--- src/rtl/hdlc_rx_pkg.sv ---
package hdlc_rx_pkg;
    localparam int OCT_W     = 8;
    localparam int CNT_W     = $clog2(OCT_W);
    localparam int ABORT_RUN = OCT_W - 1;
    localparam int STUFF_W   = OCT_W - 2;

    typedef logic [OCT_W-1:0] octet_t;

    localparam octet_t FLAG_C  = 8'h7E;
    localparam octet_t ABORT_C = 8'h7F;
    localparam octet_t ESC_C   = 8'h1B;
    localparam logic [STUFF_W-1:0] STUFF_PAT = {{(STUFF_W-1){1'b1}}, 1'b0};

    typedef struct packed {
        logic flag;
        logic abort;
        logic stuff;
    } pat_t;

    typedef struct packed {
        logic   vld;
        logic   pfx;
        octet_t data;
    } slot_t;

    function automatic logic is_ctrl(input octet_t b);
        return (b == FLAG_C) || (b == ABORT_C) || (b == ESC_C);
    endfunction
endpackage

--- src/rtl/hdlc_rx_hist.sv ---
module hdlc_rx_hist import hdlc_rx_pkg::*; (
    input  logic clk,
    input  logic rst,
    input  logic bit_vld,
    input  logic bit_in,
    output pat_t pat
);
    octet_t hist;
    octet_t hist_nxt;

    assign hist_nxt = {hist[OCT_W-2:0], bit_in};

    always_ff @(posedge clk) begin
        if (rst)
            hist <= '0;
        else if (bit_vld)
            hist <= hist_nxt;
    end

    always_comb begin
        pat.flag  = bit_vld && (hist_nxt == FLAG_C);
        pat.abort = bit_vld && (&hist_nxt[ABORT_RUN-1:0]);
        pat.stuff = bit_vld && (hist_nxt[STUFF_W-1:0] == STUFF_PAT);
    end

    // history only moves on a strobe
    p_hist_hold_r1: assert property (@(posedge clk) disable iff (rst)
        !bit_vld |=> $stable(hist));
endmodule

--- src/rtl/hdlc_rx_octet.sv ---
module hdlc_rx_octet import hdlc_rx_pkg::*; (
    input  logic   clk,
    input  logic   rst,
    input  logic   clr,
    input  logic   shift,
    input  logic   bit_in,
    output logic   done,
    output octet_t byte_out
);
    octet_t             acc;
    logic [CNT_W-1:0]   cnt;
    octet_t             acc_nxt;

    assign acc_nxt  = {bit_in, acc[OCT_W-1:1]};
    assign done     = shift && (cnt == CNT_W'(OCT_W-1));
    assign byte_out = acc_nxt;

    always_ff @(posedge clk) begin
        if (rst || clr || done) begin
            acc <= '0;
            cnt <= '0;
        end else if (shift) begin
            acc <= acc_nxt;
            cnt <= cnt + 1'b1;
        end
    end

    // a bit that is not shifted leaves the count untouched
    p_count_hold_r5: assert property (@(posedge clk) disable iff (rst)
        (!shift && !clr) |=> $stable(cnt));
    // clearing resets the partial octet
    p_clear_r2: assert property (@(posedge clk) disable iff (rst)
        clr |=> (cnt == '0 && acc == '0));
endmodule

--- src/rtl/hdlc_rx_emit.sv ---
module hdlc_rx_emit import hdlc_rx_pkg::*; (
    input  logic   clk,
    input  logic   rst,
    input  logic   put,
    input  octet_t put_byte,
    input  logic   put_esc,
    input  logic   out_full,
    output logic   out_wr,
    output octet_t out_data,
    output logic   fail
);
    slot_t s0;
    slot_t s1;

    always_ff @(posedge clk) begin
        if (rst) begin
            s0 <= '0;
            s1 <= '0;
        end else if (put) begin
            s0 <= '{vld: 1'b1, pfx: put_esc, data: (put_esc ? ESC_C : put_byte)};
            s1 <= '{vld: put_esc, pfx: 1'b0, data: put_byte};
        end else begin
            s0 <= s1;
            s1 <= '0;
        end
    end

    assign out_wr   = s0.vld && !out_full;
    assign out_data = s0.data;
    assign fail     = s0.vld && out_full;

    // an escape prefix is followed at once by a control-code data byte
    p_esc_follow_r7: assert property (@(posedge clk) disable iff (rst)
        (s0.vld && s0.pfx) |=> (s0.vld && !s0.pfx && is_ctrl(s0.data)));
    // strobe spacing guarantees the second slot is free on a new put
    p_no_overrun_r7: assert property (@(posedge clk) disable iff (rst)
        put |-> !s1.vld);
endmodule

--- src/rtl/hdlc_rx_deframer.sv ---
module hdlc_rx_deframer import hdlc_rx_pkg::*; (
    input  logic         clk,
    input  logic         rst,
    input  logic         bit_vld,
    input  logic         bit_in,
    input  logic         out_full,
    output logic         out_wr,
    output logic [7:0]   out_data
);
    pat_t   pat;
    logic   armed;
    logic   armed_now;
    logic   fail;
    logic   oct_shift;
    logic   oct_done;
    octet_t oct_byte;
    logic   put;
    octet_t put_byte;
    logic   put_esc;
    octet_t emit_data;

    hdlc_rx_hist u_hist (
        .clk     (clk),
        .rst     (rst),
        .bit_vld (bit_vld),
        .bit_in  (bit_in),
        .pat     (pat)
    );

    assign armed_now = armed && !fail;
    assign oct_shift = bit_vld && armed_now && !pat.flag && !pat.abort && !pat.stuff;

    hdlc_rx_octet u_octet (
        .clk      (clk),
        .rst      (rst),
        .clr      (pat.flag),
        .shift    (oct_shift),
        .bit_in   (bit_in),
        .done     (oct_done),
        .byte_out (oct_byte)
    );

    assign put      = pat.flag || oct_done;
    assign put_byte = pat.flag ? FLAG_C : oct_byte;
    assign put_esc  = !pat.flag && is_ctrl(oct_byte);

    hdlc_rx_emit u_emit (
        .clk      (clk),
        .rst      (rst),
        .put      (put),
        .put_byte (put_byte),
        .put_esc  (put_esc),
        .out_full (out_full),
        .out_wr   (out_wr),
        .out_data (emit_data),
        .fail     (fail)
    );

    assign out_data = emit_data;

    always_ff @(posedge clk) begin
        if (rst)
            armed <= 1'b0;
        else if (pat.flag)
            armed <= 1'b1;
        else
            armed <= armed_now && !pat.abort;
    end

    // input rule, strobes are never adjacent
    p_strobe_gap_r1: assert property (@(posedge clk) disable iff (rst)
        bit_vld |=> !bit_vld);
    // a flag arms reception
    p_flag_arms_r2: assert property (@(posedge clk) disable iff (rst)
        pat.flag |=> armed);
    // seven ones disarm reception
    p_abort_disarm_r3: assert property (@(posedge clk) disable iff (rst)
        (pat.abort && !pat.flag) |=> !armed);
    // disarmed data bits produce no write
    p_idle_quiet_r4: assert property (@(posedge clk) disable iff (rst)
        (bit_vld && !armed && !pat.flag && !fail) |=> !out_wr);
    // a lost write disarms reception
    p_full_disarm_r8: assert property (@(posedge clk) disable iff (rst)
        (fail && !pat.flag) |=> !armed);
    // nothing is written while the FIFO is full
    p_no_write_full_r8: assert property (@(posedge clk) disable iff (rst)
        out_full |-> !out_wr);
endmodule

--- config.mk ---
export PLATFORM = sky130hd
export DESIGN_NAME = hdlc_rx_deframer
export DESIGN_NICKNAME = d
export VERILOG_FILES = /design/src/rtl/hdlc_rx_pkg.sv /design/src/rtl/hdlc_rx_hist.sv /design/src/rtl/hdlc_rx_octet.sv /design/src/rtl/hdlc_rx_emit.sv /design/src/rtl/hdlc_rx_deframer.sv
export SDC_FILE = /design/constraint.sdc
export NUM_CORES = 1
export LEC_CHECK = 0
export ABC_AREA = 1
export BUFFER_PORTS_ARGS = -buffer_cell sky130_fd_sc_hd__buf_2
export CAP_MARGIN = 15
export CELL_PAD_IN_SITES_DETAIL_PLACEMENT = 0
export CELL_PAD_IN_SITES_GLOBAL_PLACEMENT = 1
export CORE_MARGIN = 2
export CORE_UTILIZATION = 42
export DETAILED_ROUTE_END_ITERATION = 6
export MAX_ROUTING_LAYER = met4
export PLACE_DENSITY_LB_ADDON = 0.08
export SLEW_MARGIN = 20
export SYNTH_ARGS = -nofsm -noshare
export SYNTH_HDL_FRONTEND = slang
export SYNTH_SLANG_ARGS = --single-unit
--- constraint.sdc ---
create_clock -name clk -period 1.5 [get_ports clk]
set_input_delay 0.075 -clock clk [delete_from_list [all_inputs] [get_ports clk]]
set_output_delay 0.075 -clock clk [all_outputs]
set_load 0.005 [all_outputs]
* Word level (Yosys, flattened, before mapping) *
Index checks and enable logic that the tools add are counted.

cells by class
  bitwise operators = 1
  muxes and demuxes = 4
  reductions and logical operators = 25
  eq/ne operators = 6
  $add $sub $neg = 1

operator list
  cell                   number
  $eq A8 B7 Y1 const B   3
  $mux W8                2
  $logic_and A1 B1 Y1    13
  $mux W10               1
  $eq A8 B5 Y1 const B   1
  $reduce_and A7 Y1      1
  $eq A6 B6 Y1 const B   1
  $logic_not A1 Y1       5
  $logic_or A1 B1 Y1     5
  $add A3 B1 Y3 const B  1
  $eq A3 B3 Y1 const B   1
  $reduce_or A2 Y1       1
  $mux W1                1
  $not A1 Y1             1

storage, ports and cells
  register bits after elaboration = 38
  bits of input ports = 5
  output and inout bits = 9
  logic and storage cells = 46

* Logic depth before layout (Yosys ltp) *
  word-level depth = 11
  depth in mapped cells = 9
  depth with buffers taken out = 9

* By module *
A second synthesis with hierarchy kept.

second synthesis, totals
  cell total of the unflattened synthesis = 232
  area total of the unflattened synthesis = 1595.3 sq um

by module, submodules not included
  module            instances  cells each  seq. area each (sq um)  area an instance (sq um)
  hdlc_rx_emit      1          79          360.3                   651.9
  hdlc_rx_octet     1          79          200.2                   494.2
  hdlc_rx_hist      1          42          140.1                   295.3
  hdlc_rx_deframer  1          32          20.0                    153.9

* Worst setup path after synthesis *
No wires, ideal clock.

  kind = reg-to-reg
  start point = register u_hist.hist[4]
  end point = register u_octet.cnt[0]
  path buffers = 1
  data required time = 1383 ps
  setup time = 117 ps
  cell stages (with the launch flop) = 8
  arrival time = 1078 ps
  slack = 305 ps
  clock period less this slack = 1195 ps
  cells stage by stage = dfxtp_1 -> nand2_1 -> nor2_1 -> a21oi_2 -> buf_6 -> nand2_4 -> xor2_1 -> nor2_2

between the ends
  word-level cells in the longest chain between the ends = 8
  elaborated cells on any way between the ends = 15
  classes of those cells = 2 x eq/ne; 13 x reduce/logical

ends and longest elaborated chain
  element                           line                    source
  start, declared                   hdlc_rx_hist.sv:8       octet_t hist;
  start signal, assigned            hdlc_rx_hist.sv:17      hist <= hist_nxt;
  $eq A8 B7 Y1                      hdlc_rx_hist.sv:21      pat.flag = bit_vld && (hist_nxt == FLAG_C);
  $logic_and A1 B1 Y1               hdlc_rx_hist.sv:21
  $logic_not A1 Y1                  hdlc_rx_deframer.sv:31  assign oct_shift = bit_vld && armed_now && !pat.flag && !pat.abort && !pat.stuff;
  $logic_and A1 B1 Y1 (3 in a row)  hdlc_rx_deframer.sv:31
  $logic_and A1 B1 Y1               hdlc_rx_octet.sv:15     assign done = shift && (cnt == CNT_W'(OCT_W-1));
  $logic_or A1 B1 Y1                hdlc_rx_octet.sv:19     if (rst || clr || done) begin
  end signal, assigned              hdlc_rx_octet.sv:24     cnt <= cnt + 1'b1;
  end, declared                     hdlc_rx_octet.sv:11     logic [CNT_W-1:0] cnt;

Parallel ways exist; a longest one is shown, timed or not.
A chain may end at the register's enable or synchronous reset.

* Worst setup path after layout *
  start point = input port bit_vld
  end point = register u_emit.s0, in the netlist u_emit.out_data[2]

between the ends
  word-level cells in the longest chain between the ends = 8
  elaborated cells on any way between the ends = 16
  classes of those cells = 3 x mux; 13 x reduce/logical

ends and longest elaborated chain
  element                           line                                            source
  start, declared                   hdlc_rx_deframer.sv:4                           input logic bit_vld,
  $logic_and A1 B1 Y1               hdlc_rx_hist.sv:21
  $logic_not A1 Y1                  hdlc_rx_deframer.sv:31, hdlc_rx_deframer.sv:45
  $logic_and A1 B1 Y1 (3 in a row)  hdlc_rx_deframer.sv:31
  $logic_and A1 B1 Y1               hdlc_rx_octet.sv:15
  $logic_or A1 B1 Y1                hdlc_rx_deframer.sv:43                          assign put = pat.flag || oct_done;
  $mux W10 *                        hdlc_rx_emit.sv:19                              end else if (put) begin
  end signal, assigned              hdlc_rx_emit.sv:20                              s0 <= '{vld: 1'b1, pfx: put_esc, data: (put_esc ? ESC_C : put_byte)};
  end, declared                     hdlc_rx_emit.sv:12                              slot_t s0;

Every way passes the cells marked *; elsewhere a longest branch is shown, timed or not.

==> impl_metrics.toml <==
[drt]
drt_wl_total_mm = 2.69
drt_iter0_drc = 34
drtAntennaViolNets = 0
firstDrtPassIters = 4
wl_per_cell_um = 10.6
drc_errors = 0
vias_per_cell = 4.71
vias = 1191

[synthesis]
syn_avg_cell_area_um2 = 7.83
synthesis.area_um2 = 1500
synth_cells = 191
synth_cell_types = 20
yosys_warnings = 0
seq_area_frac_synth = 0.482
yosys_register_bits = 36
synth_nets = 198

[worst_setup_path]
worstSetupPathType = "in -> reg"
crit_fanout = 10
cp-end-kind = "flip-flop"
start_kind = "input port"
required_ns = 1.73
cp.arrival_ns = 1.67

[placement]
dp_slack_ns = 0.0942
dpl-instance-area_um2 = 1570
placed_cells = 243
port_buffers = 13
hpwl_mm = 1.94
gp_congestion = 0.761

[global_routing]
grt_overflow = 0
grt_max_degree = 17
grt_pass1_vias = 1101
grt_first_pass_wirelength_mm = 4.85
grt_usage = 0.161
antenna_found_initial = 0

[die]
ios = 14
die_w_um = 63.7
dieArea_um2 = 4060
fp-row-count = 21
fp.coreArea_um2 = 3390
initial_core_util = 0.441
die_h_um = 63.7

[final_layout]
fill_cells = 344
diodes = 0
fin_cells = 253
layout_common_cells = "nand2_1 (39), dfxtp_1 (36), nand3_1 (27)"
nets = 214
mostFrequentLayoutCell = "nand2_1"
areaGrowthSynthToFinish_pct = 11.5
stdcell_area_um2 = 1670
drive_above_1_share = 0.193

[power_and_ir_drop]
p_per_area_nw_per_um2 = 904
leakagePower_nw = 0.797
peakVddDrop_uv = 555

[cts]
path_clk_slew_ns = 0.10
cts_root_buf = "clkbuf_4"
htreeDepth = 2
clock-sinks = 36
cts_made_buffers = 5
clock_latency_ns = 0.33
clockBufferDepth = 2
cts_tree = "yes"

[sta]
slew_headroom = 0.853
final_max_slew_viol_count = 0
fin_worst_skew_ns = 0.00699
setup_violations = 0
fin_crit_ns = 1.44
tightestPinTransition_ns = 0.220
finalHoldViolCount = 0
rsz0062_at_grt = "true"
max_freq_mhz = 696
fin_ws_ns = 0.0636
period_share = 0.958

[flow_run]
drv_cap = 0

[outcome]
status = "complete, no violations"

[worst_hold_path]
hp-class = "in -> reg"
==> critical path: stages <==
cell           delay, ns
dlygate4sd3_1       0.53
buf_2               0.17
nand2_2             0.10
nor2_2              0.05
a21oi_4             0.23
nand3_4             0.21
buf_4               0.19
nand3_1             0.05
nand2_1             0.05
==> synth_stat cells <==
master | count | area share
xor2_1 | 1 | 0.0059
nand2_1 | 39 | 0.098
buf_6 | 2 | 0.015
o21ai_0 | 7 | 0.023
a21oi_1 | 14 | 0.047
inv_2 | 2 | 0.0050
nand2_2 | 2 | 0.0084
ha_1 | 2 | 0.017
nand2_4 | 3 | 0.023
buf_4 | 8 | 0.040
nor2_1 | 20 | 0.050
buf_2 | 1 | 0.0033
nand3_1 | 28 | 0.094
nor2_2 | 2 | 0.0084
inv_1 | 20 | 0.050
dfxtp_1 | 36 | 0.48
clkbuf_1 | 1 | 0.0025
a21oi_2 | 1 | 0.0059
nand3_4 | 1 | 0.012
a21oi_4 | 1 | 0.011
==> per-layer routing <==
metal,up-vias,share of wire,GRT usage
met2,22,0.46,0.249
met4,0,0.016,0.0679
li1,629,-,-
met3,5,0.044,0.0536
met1,535,0.48,0.192
met5,-,0,-
==> final timing paths <==
check / from / cells past startpoint / slack (ns) / endpoint
setup / recovery: bit_vld / 9 / 0.06 / u_emit.out_data[2]
hold / removal: bit_in / 3 / 0.08 / u_emit.s1[7]
setup reg to reg: u_hist.hist[2] / 7 / 0.14 / u_octet.cnt[0]
hold reg to reg: u_emit.s1[9] / 2 / 0.45 / u_emit.s0[9]
==> sequential cells by signal, summed over array words and instances, names as in the netlist <==
signal           count
u_emit.s1            9
u_emit.out_data      8
u_hist.hist          7
u_octet.acc          7
u_octet.cnt          3
armed                1
u_emit.s0            1
==> what timing repair did <==
action                                  CTS  global route
hold endpoints to repair                  3             0
gates resized for setup                   0             5
setup buffers                             0             1
endpoints found under the setup margin    0            28
hold buffers                              2             0
==> final cells by class <==
class	count	area (µm²)	share of cell area
clock inverters	1	5.00	0.00300
repair buffers	21	130	0.0780
clock buffers	6	41.3	0.0248
multi-input cells	121	631	0.378
well taps	46	57.6	0.0345
flip-flops and latches	36	721	0.432
inverters	22	82.6	0.0495
==> logic make-up after synthesis <==
group,Yosys count,share of synthesized area
adders and majority gates,2,0.0167
xor gates and xnor gates,1,0.00585
and+or+nand+nor,95,0.293
buffers and inverters,34,0.116
DFF,36,0.482
AOI/OAI and AO/OA,23,0.0870
==> metrics by stage <==
step / power [mW] / TNS [ns] / hold slack (ns) / util
3_3_place_gp: 1.06 / 0 / 0.275 / 0.462
3_5_place_dp: 1.06 / 0 / 0.279 / 0.462
4_1_cts: 1.53 / 0 / 0.0642 / 0.481
6_report: 1.51 / 0 / 0.0797 / 0.492
5_1_grt: 1.61 / -0.0907 / 0.0668 / 0.492
2_1_floorplan: 1.04 / 0 / 0.144 / -
==> where the power goes <==
part / switching, mW / internal, mW
clock: 0.292 / 0.173
sequential: 0.00720 / 0.967
combinational: 0.0469 / 0.0223
Note: power is estimated with default switching activity, not from simulation.
